`src/rtl/hub_split_pkg.sv`:
```
package hub_split_pkg;

    typedef enum logic [1:0] {
        K_MRD = 2'd0,
        K_MWR = 2'd1,
        K_IO  = 2'd2
    } req_kind_e;

    typedef enum logic [1:0] {
        DEV_DRAM  = 2'd0,
        DEV_GPORT = 2'd1,
        DEV_NONE  = 2'd2
    } dev_e;

    typedef enum logic [1:0] {
        ST_OK     = 2'd0,
        ST_MABORT = 2'd1,
        ST_NOCPL  = 2'd2
    } cpl_st_e;

    typedef enum logic {
        S_IDLE  = 1'b0,
        S_ISSUE = 1'b1
    } split_state_e;

    localparam logic [31:0] VGA_LO = 32'h000A_0000;
    localparam logic [31:0] VGA_HI = 32'h000B_FFFF;

endpackage

```
`src/rtl/hub_addr_decode.sv`:
```
module hub_addr_decode
    import hub_split_pkg::*;
#(
    parameter int AW = 32
) (
    input  logic [AW-1:0] addr,
    input  logic [1:0]    kind,
    input  logic [AW-1:0] cfg_mem_top,
    input  logic [AW-1:0] cfg_smm_base,
    input  logic [AW-1:0] cfg_smm_limit,
    input  logic [AW-1:0] cfg_ap_base,
    input  logic [AW-1:0] cfg_ap_size,
    input  logic [AW-1:0] cfg_gp_base,
    input  logic [AW-1:0] cfg_gp_limit,
    input  logic [AW-1:0] cfg_gpp_base,
    input  logic [AW-1:0] cfg_gpp_limit,
    input  logic          cfg_vga_en,
    output dev_e          dev
);

    localparam logic [AW-1:0] VGA_FIRST = AW'(VGA_LO);
    localparam logic [AW-1:0] VGA_FINAL = AW'(VGA_HI);

    logic [AW-1:0] ap_last;
    logic          is_io, is_wr;
    logic          hit_smm, hit_ap, hit_gp, hit_vga, hit_mem;

    always_comb begin
        ap_last = cfg_ap_base + cfg_ap_size - AW'(1);
        is_io   = (kind == K_IO);
        is_wr   = (kind == K_MWR);
        hit_smm = (addr >= cfg_smm_base) && (addr <= cfg_smm_limit);
        hit_ap  = (cfg_ap_size != '0) && (addr >= cfg_ap_base) && (addr <= ap_last);
        hit_gp  = ((addr >= cfg_gp_base) && (addr <= cfg_gp_limit)) ||
                  ((addr >= cfg_gpp_base) && (addr <= cfg_gpp_limit));
        hit_vga = cfg_vga_en && is_wr && (addr >= VGA_FIRST) && (addr <= VGA_FINAL);
        hit_mem = (addr <= cfg_mem_top);
    end

    always_comb begin
        if (is_io)        dev = DEV_NONE;
        else if (hit_smm) dev = DEV_NONE;
        else if (hit_ap)  dev = DEV_DRAM;
        else if (hit_gp)  dev = is_wr ? DEV_GPORT : DEV_NONE;
        else if (hit_vga) dev = DEV_GPORT;
        else if (hit_mem) dev = DEV_DRAM;
        else              dev = DEV_NONE;
    end

endmodule

```
`src/rtl/hub_chunk_calc.sv`:
```
module hub_chunk_calc #(
    parameter int AW        = 32,
    parameter int CHUNK_MAX = 64
) (
    input  logic [AW-1:0]        cur_addr,
    input  logic [AW:0]          end_excl,
    input  logic                 big,
    output logic [CHUNK_MAX-1:0] be,
    output logic                 is_last,
    output logic [AW-1:0]        next_addr
);

    localparam int OW    = $clog2(CHUNK_MAX) + 1;
    localparam int SMALL = CHUNK_MAX / 2;
    localparam int AW1   = AW + 1;

    logic [AW-1:0] mask, base;
    logic [OW-1:0] size, lo_off, hi_off;
    logic [AW:0]   chunk_end, span;

    always_comb begin
        mask      = big ? AW'(CHUNK_MAX - 1) : AW'(SMALL - 1);
        size      = big ? OW'(CHUNK_MAX) : OW'(SMALL);
        base      = cur_addr & ~mask;
        chunk_end = {1'b0, base} + AW1'(size);
        is_last   = (end_excl <= chunk_end);
        span      = end_excl - {1'b0, base};
        lo_off    = OW'(cur_addr & mask);
        hi_off    = is_last ? OW'(span) : size;
        next_addr = chunk_end[AW-1:0];
    end

    for (genvar i = 0; i < CHUNK_MAX; i++) begin : g_byte
        localparam logic [OW-1:0] IDX = OW'(i);
        assign be[i] = (IDX >= lo_off) && (IDX < hi_off);
    end

endmodule

```
`src/rtl/hub_req_splitter.sv`:
```
module hub_req_splitter
    import hub_split_pkg::*;
#(
    parameter int AW        = 32,
    parameter int CHUNK_MAX = 64,
    parameter int MAX_LEN   = 256
) (
    input  logic                         clk,
    input  logic                         rst_n,
    input  logic                         req_valid,
    output logic                         req_ready,
    input  logic [1:0]                   req_kind,
    input  logic [AW-1:0]                req_addr,
    input  logic [$clog2(MAX_LEN):0]     req_len,
    input  logic                         req_cpl,
    input  logic                         cfg_chunk64,
    input  logic [AW-1:0]                cfg_mem_top,
    input  logic [AW-1:0]                cfg_smm_base,
    input  logic [AW-1:0]                cfg_smm_limit,
    input  logic [AW-1:0]                cfg_ap_base,
    input  logic [AW-1:0]                cfg_ap_size,
    input  logic [AW-1:0]                cfg_gp_base,
    input  logic [AW-1:0]                cfg_gp_limit,
    input  logic [AW-1:0]                cfg_gpp_base,
    input  logic [AW-1:0]                cfg_gpp_limit,
    input  logic                         cfg_vga_en,
    output logic                         out_valid,
    input  logic                         out_ready,
    output logic [1:0]                   out_target,
    output logic [AW-1:0]                out_addr,
    output logic [CHUNK_MAX-1:0]         out_be,
    output logic [1:0]                   out_status,
    output logic                         out_snoop,
    output logic                         out_ones,
    output logic                         out_last
);

    localparam int AW1 = AW + 1;

    split_state_e         state, state_nx;
    logic [AW-1:0]        cur_addr;
    logic [AW:0]          end_excl;
    req_kind_e            kind_q;
    logic                 cpl_q;
    dev_e                 start_dev_q;

    logic [AW-1:0]        dec_addr;
    logic [1:0]           dec_kind;
    dev_e                 dec_dev;
    logic [CHUNK_MAX-1:0] calc_be;
    logic                 calc_last;
    logic [AW-1:0]        calc_next;
    logic                 take_req, take_chunk, chunk_good;

    assign dec_addr   = (state == S_IDLE) ? req_addr : cur_addr;
    assign dec_kind   = (state == S_IDLE) ? req_kind : kind_q;
    assign take_req   = (state == S_IDLE) && req_valid;
    assign take_chunk = (state == S_ISSUE) && out_ready;

    hub_addr_decode #(.AW(AW)) u_decode (
        .addr          (dec_addr),
        .kind          (dec_kind),
        .cfg_mem_top   (cfg_mem_top),
        .cfg_smm_base  (cfg_smm_base),
        .cfg_smm_limit (cfg_smm_limit),
        .cfg_ap_base   (cfg_ap_base),
        .cfg_ap_size   (cfg_ap_size),
        .cfg_gp_base   (cfg_gp_base),
        .cfg_gp_limit  (cfg_gp_limit),
        .cfg_gpp_base  (cfg_gpp_base),
        .cfg_gpp_limit (cfg_gpp_limit),
        .cfg_vga_en    (cfg_vga_en),
        .dev           (dec_dev)
    );

    hub_chunk_calc #(.AW(AW), .CHUNK_MAX(CHUNK_MAX)) u_chunk (
        .cur_addr  (cur_addr),
        .end_excl  (end_excl),
        .big       (cfg_chunk64),
        .be        (calc_be),
        .is_last   (calc_last),
        .next_addr (calc_next)
    );

    // State register
    always_ff @(posedge clk) begin
        if (!rst_n) state <= S_IDLE;
        else        state <= state_nx;
    end

    // Transitions: IDLE_TO_ISSUE, ISSUE_STALL, ISSUE_NEXT, ISSUE_DONE
    always_comb begin
        state_nx = state;
        unique case (state)
            S_IDLE:  if (take_req) state_nx = S_ISSUE;
            S_ISSUE: if (take_chunk && calc_last) state_nx = S_IDLE;
            default: state_nx = S_IDLE;
        endcase
    end

    // Request context and chunk pointer
    always_ff @(posedge clk) begin
        if (!rst_n) begin
            cur_addr    <= '0;
            end_excl    <= '0;
            kind_q      <= K_MRD;
            cpl_q       <= 1'b0;
            start_dev_q <= DEV_NONE;
        end else if (take_req) begin
            cur_addr    <= req_addr;
            end_excl    <= {1'b0, req_addr} + AW1'(req_len);
            kind_q      <= req_kind_e'(req_kind);
            cpl_q       <= req_cpl;
            start_dev_q <= dec_dev;
        end else if (take_chunk && !calc_last) begin
            cur_addr    <= calc_next;
        end
    end

    // Outputs
    always_comb begin
        req_ready  = 1'b0;
        out_valid  = 1'b0;
        out_target = DEV_DRAM;
        out_addr   = '0;
        out_be     = '0;
        out_status = ST_OK;
        out_snoop  = 1'b0;
        out_ones   = 1'b0;
        out_last   = 1'b0;
        chunk_good = (kind_q != K_IO) && (start_dev_q != DEV_NONE) &&
                     (dec_dev == start_dev_q);
        unique case (state)
            S_IDLE: req_ready = 1'b1;
            S_ISSUE: begin
                out_valid = 1'b1;
                out_last  = calc_last;
                if (chunk_good) begin
                    out_target = start_dev_q;
                    out_addr   = cur_addr;
                    out_be     = calc_be;
                    if (kind_q == K_MWR && !cpl_q) out_status = ST_NOCPL;
                    else                           out_status = ST_OK;
                end else begin
                    out_snoop = 1'b1;
                    out_ones  = (kind_q == K_MRD);
                    out_be    = (kind_q == K_MRD) ? calc_be : '0;
                    if (kind_q == K_MWR && !cpl_q) out_status = ST_NOCPL;
                    else                           out_status = ST_MABORT;
                end
            end
            default: req_ready = 1'b0;
        endcase
    end

endmodule

```
`config.mk`:
```
export PLATFORM = sky130hd
export DESIGN_NAME = hub_req_splitter
export DESIGN_NICKNAME = d
export VERILOG_FILES = /design/src/rtl/hub_split_pkg.sv /design/src/rtl/hub_addr_decode.sv /design/src/rtl/hub_chunk_calc.sv /design/src/rtl/hub_req_splitter.sv
export SDC_FILE = /design/constraint.sdc
export NUM_CORES = 1
export LEC_CHECK = 0
export BUFFER_PORTS_ARGS = -buffer_cell sky130_fd_sc_hd__buf_2
export CAP_MARGIN = 20
export CORE_UTILIZATION = 35
export CTS_CLUSTER_SIZE = 12
export DETAILED_ROUTE_END_ITERATION = 16
export PLACE_DENSITY = 0.53
export SYNTH_ARGS = -nofsm -noshare
export SYNTH_HDL_FRONTEND = slang
export SYNTH_HIERARCHICAL = 1
export SYNTH_SLANG_ARGS = --single-unit
```
`constraint.sdc`:
```
create_clock -name clk -period 9.67 [get_ports clk]
set_input_delay 0.4835 -clock clk [delete_from_list [all_inputs] [get_ports clk]]
set_output_delay 0.4835 -clock clk [all_outputs]
set_load 0.005 [all_outputs]
```
# --- Yosys cells after proc, flatten, opt, wreduce, memory -nomap -nowiden ---
# Index checks and enable logic that the tools add are counted.
op_classes:
  n_addsub: 5
  n_lt_le_gt_ge: 140
  eq_ne: 6
  mux: 35
  n_bitwise: 4
  n_reduce_logical: 85
ops:
  columns: ["operator", "n"]
  rows:
  - ["$ge 6x7->1 const A", 32]
  - ["$lt 6x7->1 const A", 32]
  - ["$mux 64", 3]
  - ["$le 32x32->1", 5]
  - ["$mux 32", 5]
  - ["$ge 32x32->1", 4]
  - ["$ge 5x7->1 const A", 16]
  - ["$lt 5x7->1 const A", 16]
  - ["$logic_and 1x1->1", 79]
  - ["$ge 4x7->1 const A", 8]
  - ["$lt 4x7->1 const A", 8]
  - ["$add 32x7->33", 1]
  - ["$add 32x9->33", 1]
  - ["$le 33x33->1", 1]
  - ["$add 32x32->32", 1]
  - ["$and 32x32->32", 1]
  - ["$ge 32x20->1 const B", 1]
  - ["$le 32x20->1 const B", 1]
  - ["$not 32->32", 1]
  - ["$reduce_bool 32->1", 1]
  - ["$sub 32x1->32 const B", 1]
  - ["$ge 3x7->1 const A", 4]
  - ["$lt 3x7->1 const A", 4]
  - ["$mux 2", 14]
  - ["other kinds (19)", 35]
word_totals:
  reg_bits: 71
  inputBits: 338
  elab_cells: 281

# --- Logic depth before layout (Yosys ltp) ---
# Gate-level depths: netlist of the first run.
depth:
  word_depth: 14
  mapped_depth: 29

# --- Modules after synthesis ---
# The synthesis of the first run kept the hierarchy.
by_module_without_submodules:
  columns: ["module", "n_inst", "cells_per_inst", "area_per_inst_um2", "seq_area_each_um2"]
  rows:
  - ["hub_addr_decode", 1, 1338, 9536.6, 0.0]
  - ["hub_req_splitter", 1, 628, 4729.5, 1421.4]
  - ["hub_chunk_calc", 1, 423, 2706.3, 0.0]

# --- Worst setup path after synthesis of the first run ---
# OpenSTA, ideal clock, no wires.
synth_path:
  path_kind: "input to output"
  start: "input port cfg_ap_base[1]"
  end: "output port out_be[10]"
  arrival_ns: 5.503
  required_ns: 9.186
  setup_slack_ns: 3.684
  cell_stages: 29
  n_path_buf: 1
  cell_sequence: "inv_1 -> ha_1 -> inv_1 -> ha_1 -> inv_1 -> fa_1 -> nor2b_1 -> o21ai_0 -> a21o_1 -> a211oi_1 -> o21ai_0 -> o31a_1 -> nor3_1 -> a211oi_1 -> ha_1 -> nand4_1 -> nor4_1 -> and3_1 -> a31oi_1 -> a311oi_1 -> o21ai_0 -> o211ai_1 -> nand4b_1 -> or2_1 -> a21oi_1 -> o21ai_1 -> o21ai_1 -> clkbuf_1 -> and3_1"
synth_via:
  elab_chain_cells: 11
synth_lines:
  columns: ["element", "line_no", "text"]
  rows:
  - ["start, declared", "hub_req_splitter.sv:20", "input logic [AW-1:0] cfg_ap_base,"]
  - ["$add 32x32->32", "hub_addr_decode.sv:29", "ap_last = cfg_ap_base + cfg_ap_size - AW'(1);"]
  - ["$sub 32x1->32", "hub_addr_decode.sv:29", null]
  - ["$le 32x32->1", "hub_addr_decode.sv:33", "hit_ap = (cfg_ap_size != '0) && (addr >= cfg_ap_base) && (addr <= ap_last);"]
  - ["$logic_and 1x1->1 (*)", "hub_addr_decode.sv:33", null]
  - ["$mux 2 (*)", "hub_addr_decode.sv:43", "else if (hit_ap) dev = DEV_DRAM;"]
  - ["$mux 2 (*)", "hub_addr_decode.sv:42", "else if (hit_smm) dev = DEV_NONE;"]
  - ["$mux 2 (*)", "hub_addr_decode.sv:41", "if (is_io) dev = DEV_NONE;"]
  - ["via dec_dev[1]", "hub_req_splitter.sv:49", "dev_e dec_dev;"]
  - ["$eq 2x2->1 (*)", "hub_req_splitter.sv:132", "(dec_dev == start_dev_q);"]
  - ["$logic_and 1x1->1 (*)", "hub_req_splitter.sv:131", "chunk_good = (kind_q != K_IO) && (start_dev_q != DEV_NONE) &&"]
  - ["$mux 64 (*)", "hub_req_splitter.sv:138", "if (chunk_good) begin"]
  - ["$mux 64 (*)", "hub_req_splitter.sv:133", "unique case (state)"]
  - ["end, declared", "hub_req_splitter.sv:31", "output logic [CHUNK_MAX-1:0] out_be,"]
# The timed path passes the listed nets; every way through them passes the cells marked *.

# --- Worst setup path after layout of the first run ---
layout_path:
  start: "input port cfg_ap_base[1]"
  end: "output port out_be[41]"
# Same word-level chain as after synthesis.

==> results.py, run 1 <==
metrics = {
    "floorplan": {
        "ios": 443,
        "core_area_mm2": 0.0477,
        "dieArea_mm2": 0.0494,
        "fp.dieW_um": 222,
        "die-height_um": 222,
        "start_util_pct": 35.5,
        "rows": 80,
    },
    "setup_path": {
        "path_max_fanout": 64,
        "crit_path_end_kind": "output port",
        "path_class": "input port to output port",
        "r2r_cells": 20,
        "max_stage_delay_ps": 430,
        "rr_endpoint": "cur_addr[30]$_SDFFE_PN0P_",
        "r2r-start": "cur_addr[5]$_SDFFE_PN0P_",
        "crit_path_start": "cfg_ap_base[1]",
        "cp-start-kind": "input port",
        "crit_arrival_ps": 6670,
        "r2r_slack_ps": 3830,
        "required_ps": 9190,
        "critPathSlowestCell": "nor4_1",
    },
    "sta": {
        "slew_headroom_pct": 27.0,
        "rsz0062_at_grt": "false",
        "fin_hold_ws_ps": 334,
        "setup_viol": 0,
        "hold_violations": 0,
        "finalClockSkew_ps": 10.2,
        "slew_violations": 0,
        "worst_slew_pin_slew_ps": 1070,
        "fin_crit_ps": 7150,
        "max_freq_ghz": 0.140,
        "post-route-period-util_pct": 74.0,
        "setup_tns_ps": 0,
    },
    "synthesis": {
        "ys_top_cells_by_area": "ha_1, inv_1, dfxtp_1",
        "yosysTopAreaCell": "ha_1",
        "synth.most_common_cell": "inv_1",
        "synth_top_area_share_pct": 28.6,
        "netlist_area_mm2": 0.0170,
        "ys_async_sr_fraction_pct": 0,
        "syn_area_per_cell_um2": 7.10,
        "ys_ff_latch": 71,
        "synth.distinct_cells": 81,
        "ys_warn_count": 6,
        "synth_commonest_cells": "inv_1, ha_1, nand2_1",
        "synth_ff_type": "dfxtp_1",
        "ys_seq_area_share_pct": 8.37,
        "synth-edff-count": 0,
        "syn_inst": 2389,
    },
    "cts": {
        "clk_latency_ps": 340,
        "cts_made_buffers": 9,
        "cts.clk_slew.worst_paths_ps": 60,
        "cts_resized": 0,
        "cts-hold-fix-buffers": 0,
        "clk_path_buf_depth": 2,
        "cts_tree": "done",
        "clock-sinks": 71,
        "cts_root_buffer": "clkbuf_16",
        "cts_max_level": 3,
        "post_cts.repair.setup_buffers": 0,
    },
    "routing": {
        "vias_per_cell": 5.52,
        "postRouteWirelength_mm": 67.6,
        "remaining_drc_errors": 0,
        "drt-initial-drc-count": 1399,
        "drtPass1Iterations": 7,
        "ant_nets": 0,
        "wl_per_cell_um": 19.9,
        "vias": 18753,
    },
    "placement": {
        "port_buffers": 442,
        "post-dp-hpwl_mm": 55.4,
        "place_congestion": 0.947,
        "dpl_cell_area_mm2": 0.0197,
        "dp_cells": 3370,
    },
    "min_path": {
        "hold_path.class": "input port to flop",
        "worstHoldStart": "out_ready",
        "min_path_cells": 2,
        "worst_hold_path.endpoint": "state$_SDFF_PN0_",
    },
    "power": {
        "vdd_drop_max_mv": 0.0655,
        "p_per_area_mw_per_mm2": 111,
        "power.leakage_nw": 10.9,
    },
    "finish": {
        "fin_area_mm2": 0.0200,
        "drive_above_1_share_pct": 19.6,
        "synthToLayoutAreaGrowth_pct": 17.9,
        "fin_cells": 3398,
        "fin_nets": 3496,
    },
    "global_route": {
        "grt_first_pass_wirelength_mm": 102,
        "antenna_found_initial": 12,
        "grt_pass1_vias": 18015,
        "grt_overflow_total": 0,
        "grt_usage_pct": 26.4,
        "grt_max_degree": 79,
    },
    "outcome": {
        "status": "finished clean",
    },
    "job": {
        "cap_viol_max_count": 0,
    },
}
==> critical path: cells and delay by family <==
family	cells	cell delay (ps)
buf+inv	6	790
fa+ha+maj	4	1160
simple gates	8	1810
compound gates	13	2370
==> power breakdown <==
part	internal, mW	leakage [nW]	switching [mW]
Combinational	0.611	10.1	0.906
Sequential	0.324	0.587	0.0596
Clock	0.180	0.138	0.140
Total	1.11	10.9	1.11
==> layer usage <==
layer  vias up  GRT usage, %  part of all wire (%)
met5         -             0                 0.019
met4         2          6.45                   2.1
met3        72          2.17                   4.7
met2       602          45.3                    47
met1      8842          35.5                    46
li1       9235             -                     -
==> cell families (layout without fill, tap and decap cells) <==
kind of cell,count (synthesis),in the layout,share of synthesized area (%)
mux,32,32,2.11
simple gates,769,769,23.2
buf+inv,490,869,11.1
other cells,1,16,0.0221
fa+ha+maj,391,391,29.0
flops,71,71,8.37
xor+xnor,86,86,4.44
compound gates,549,549,21.8
==> how the worst max path moves through the flow <==
stage	to	slack, ps	cells after the start
after floorplan	out_be[10]	3680	29
after global placement	out_be[28]	2630	31
after detailed placement	out_be[41]	2490	31
after CTS	out_be[41]	2490	31
after global routing	out_be[15]	1830	31
final	out_be[41]	2520	31
==> registers in the layout, indices dropped and copies added, names as in the netlist <==
register     cells
kind_q           2
start_dev_q      2
cpl_q            1
state            1
cur_addr        32
end_excl        33
==> layout by cell type, fill, tap and decap left out, types with 23 or more instances in the layout <==
master    netlist  layout
a211oi_1       44      44
a21o_1         60      60
a21oi_1       156     156
a221oi_1       29      29
a311oi_1       48      48
and2_1         45      45
and3_1         82      82
buf_2           4     442
dfxtp_1        71      70
ha_1          388     388
inv_1         394     393
mux2_2         30      30
nand2_1       201     200
nand2b_1       23      23
nand3_1        58      58
nand4_1        57      57
nor2_1        153     153
nor3_1         44      44
nor4_1         29      29
o211ai_1       25      25
o21ai_0        88      85
xnor2_1        61      61
xor2_1         25      25
==> area by class of cell <==
| cell class | instances | area (um2) |
|---|---|---|
| antenna | 11 | 27.5 |
| tap | 615 | 769 |
| timing repair buffer | 457 | 2320 |
| clock inverter | 6 | 36.3 |
| inverter | 396 | 1490 |
| fill | 5072 | 27700 |
| sequential | 71 | 1430 |
| clock buffer | 10 | 239 |
| multi-input combinational | 1832 | 13700 |
==> metrics by stage <==
step           utilization (%)  power, mW  worst slack (ps)
4_1_cts                   41.8       2.21              2490
6_report                  41.9       2.22              2520
2_1_floorplan                -       1.38              3680
5_1_grt                   41.9       2.42              1830
3_5_place_dp              41.3       1.89              2490
3_3_place_gp              41.3       1.87              2630
(Power assumes the default switching activity.)
==> run 2, diff against run 1 <==
==> constraint.sdc (replaced) <==
create_clock -name clk -period 7.5 [get_ports clk]
set_input_delay 0.375 -clock clk [delete_from_list [all_inputs] [get_ports clk]]
set_output_delay 0.375 -clock clk [all_outputs]
set_load 0.005 [all_outputs]
==> run 2 against run 1 <==
  * Sequential cell count did not move
  * Clock-buffer cell count rose by 2
  * Routed wire length rose by 1.3%
  * Non-clock buffer count rose by 2
  * Power rose by 32%
  * Sequential power rose by 29%
  * Critical path depth did not move
  * Via count barely moved
  * Critical endpoint is now out_be[12]
  * Largest cell class unchanged
  * Highest routed layer unchanged
==> results.py, run 2 (synthesis results as in run 1) <==
metrics = {
    "setup_path": {
        "path_class": "input port to output port",
        "r2r_cells": 20,
        "r2r_slack_ps": 1330,
        "max_stage_delay_ps": 400,
        "crit_path_end_kind": "output port",
        "critPathSlowestCell": "o31a_1",
        "required_ps": 7120,
        "cp-start-kind": "input port",
        "rr_endpoint": "cur_addr[30]$_SDFFE_PN0P_",
        "path_max_fanout": 64,
        "crit_arrival_ps": 6520,
        "r2r-start": "cur_addr[5]$_SDFFE_PN0P_",
    },
    "finish": {
        "mostFrequentLayoutCell": "buf_2",
        "reg_top3": "end_excl (33), cur_addr (32)",
        "largest_reg_flops": 33,
        "top_register": "end_excl",
        "fin_cells": 3395,
        "drive_above_1_share_pct": 19.5,
        "fillers": 5051,
        "mostFrequentLayoutCells": "buf_2, inv_1, ha_1",
        "fin_nets": 3498,
        "synthToLayoutAreaGrowth_pct": 18.2,
    },
    "floorplan": {
        "start_util_pct": 35.5,
        "die-height_um": 222,
        "ios": 443,
        "fp.dieW_um": 222,
        "dieArea_mm2": 0.0494,
        "rows": 80,
        "core_area_mm2": 0.0477,
    },
    "cts": {
        "cts_tree": "done",
        "cts-hold-fix-buffers": 0,
        "clk_path_buf_depth": 2,
        "clock-sinks": 71,
        "clk_latency_ps": 350,
        "cts_root_buffer": "clkbuf_16",
        "cts_max_level": 3,
        "cts_made_buffers": 9,
        "cts.clk_slew.worst_paths_ps": 60,
        "post_cts.repair.setup_buffers": 0,
    },
    "placement": {
        "dp_cells": 3372,
        "port_buffers": 442,
        "post-dp-hpwl_mm": 55.7,
        "place_congestion": 0.922,
    },
    "sta": {
        "finalClockSkew_ps": 9.57,
        "rsz0062_at_grt": "false",
        "worst_slew_pin_slew_ps": 1000,
        "setup_viol": 0,
        "slew_violations": 0,
        "fin_crit_ps": 6900,
        "max_freq_ghz": 0.145,
        "slew_headroom_pct": 32.6,
        "post-route-period-util_pct": 92.0,
        "hold_violations": 0,
        "setup_tns_ps": 0,
    },
    "power": {
        "vdd_drop_max_mv": 0.111,
        "p_sw_mw": 1.43,
        "p_per_area_mw_per_mm2": 146,
        "power.leakage_nw": 10.9,
        "power_frac_clock_pct": 15.7,
        "p_int_mw": 1.50,
        "netSwitchingFraction_pct": 48.9,
        "power_frac_seq_pct": 16.9,
        "pwr-share-comb_pct": 67.4,
    },
    "job": {
        "cap_viol_max_count": 0,
    },
    "global_route": {
        "grt_overflow_total": 0,
        "antenna_found_initial": 9,
        "grt_first_pass_wirelength_mm": 104,
        "grt_max_degree": 111,
        "grt_usage_pct": 26.8,
        "grt_pass1_vias": 18069,
    },
    "routing": {
        "vias_per_cell": 5.52,
        "postRouteWirelength_mm": 68.5,
        "ant_nets": 0,
        "vias": 18752,
        "drtPass1Iterations": 6,
        "wl_per_cell_um": 20.2,
        "remaining_drc_errors": 0,
        "drt-initial-drc-count": 1450,
    },
    "min_path": {
        "hold_path.class": "input port to flop",
        "min_path_cells": 2,
        "worst_hold_path.endpoint": "state$_SDFF_PN0_",
        "worstHoldStart": "out_ready",
    },
    "outcome": {
        "status": "finished clean",
    },
}
==> run 2: worst max-delay path, delay by kind of cell <==
kind / cells / cell delay [ps]
buffers and inverters: 6 / 680
adder cells (fa/ha/maj): 4 / 1170
AO/OA/AOI/OAI: 13 / 2520
AND/OR/NAND/NOR: 8 / 1720
==> run 2: through the flow <==
| step | setup WS, ps | utilization [%] | power (mW) | area [um2] | hold WS (ps) |
|---|---|---|---|---|---|
| after floorplan | 1730 | - | 1.78 | 17000 | 431 |
| after global placement | 741 | 41.3 | 2.41 | 19700 | 458 |
| after detailed placement | 500 | 41.3 | 2.44 | 19700 | 459 |
| after CTS | 490 | 41.9 | 2.91 | 20000 | 214 |
| after global routing | 32.7 | 42.0 | 3.18 | 20100 | 237 |
| final | 600 | 42.0 | 2.92 | 20100 | 217 |
==> run 2: area by class of cell <==
type                    count  area, um2  area share (%)
multi-input cells        1832      13700            68.3
repair buffers            459       2360            11.7
inverters                 396       1490            7.41
flip-flops and latches     71       1430            7.10
well taps                 615        769            3.84
clock buffers              12        268            1.33
clock inverters             3       40.0           0.200
diodes                      7       17.5          0.0873
==> run 2: layer usage <==
| layer | part of all wire (%) | track usage, % |
|---|---|---|
| met1 | 46 | 35.9 |
| met3 | 5.3 | 2.91 |
| met4 | 2.1 | 6.63 |
| met5 | 0.045 | 0 |
| met2 | 47 | 45.6 |
==> run 2: what timing repair did <==
item	CTS	global route
setup endpoints to repair	0	64
gates resized for setup	0	1
endpoints found under the hold margin	0	0
==> run 2: worst max path at each step <==
stage                     slack [ps]    endpoint            from
after floorplan                 1730  out_be[10]  cfg_ap_base[1]
after global placement           740   out_be[2]  cfg_ap_base[1]
after detailed placement         500  out_be[60]  cfg_ap_base[1]
after CTS                        490  out_be[60]  cfg_ap_base[1]
after global routing              30  out_be[12]  cfg_ap_base[1]
final                            600  out_be[12]  cfg_ap_base[1]
==> run 2: power by group through the flow <==
stage,combinational (mW),sequential (mW),clock [mW]
floorplan,1.32,0.460,0
global placement,1.91,0.508,0
detailed placement,1.93,0.509,0
CTS,1.95,0.501,0.463
global route,2.19,0.502,0.480
finish,1.97,0.494,0.459
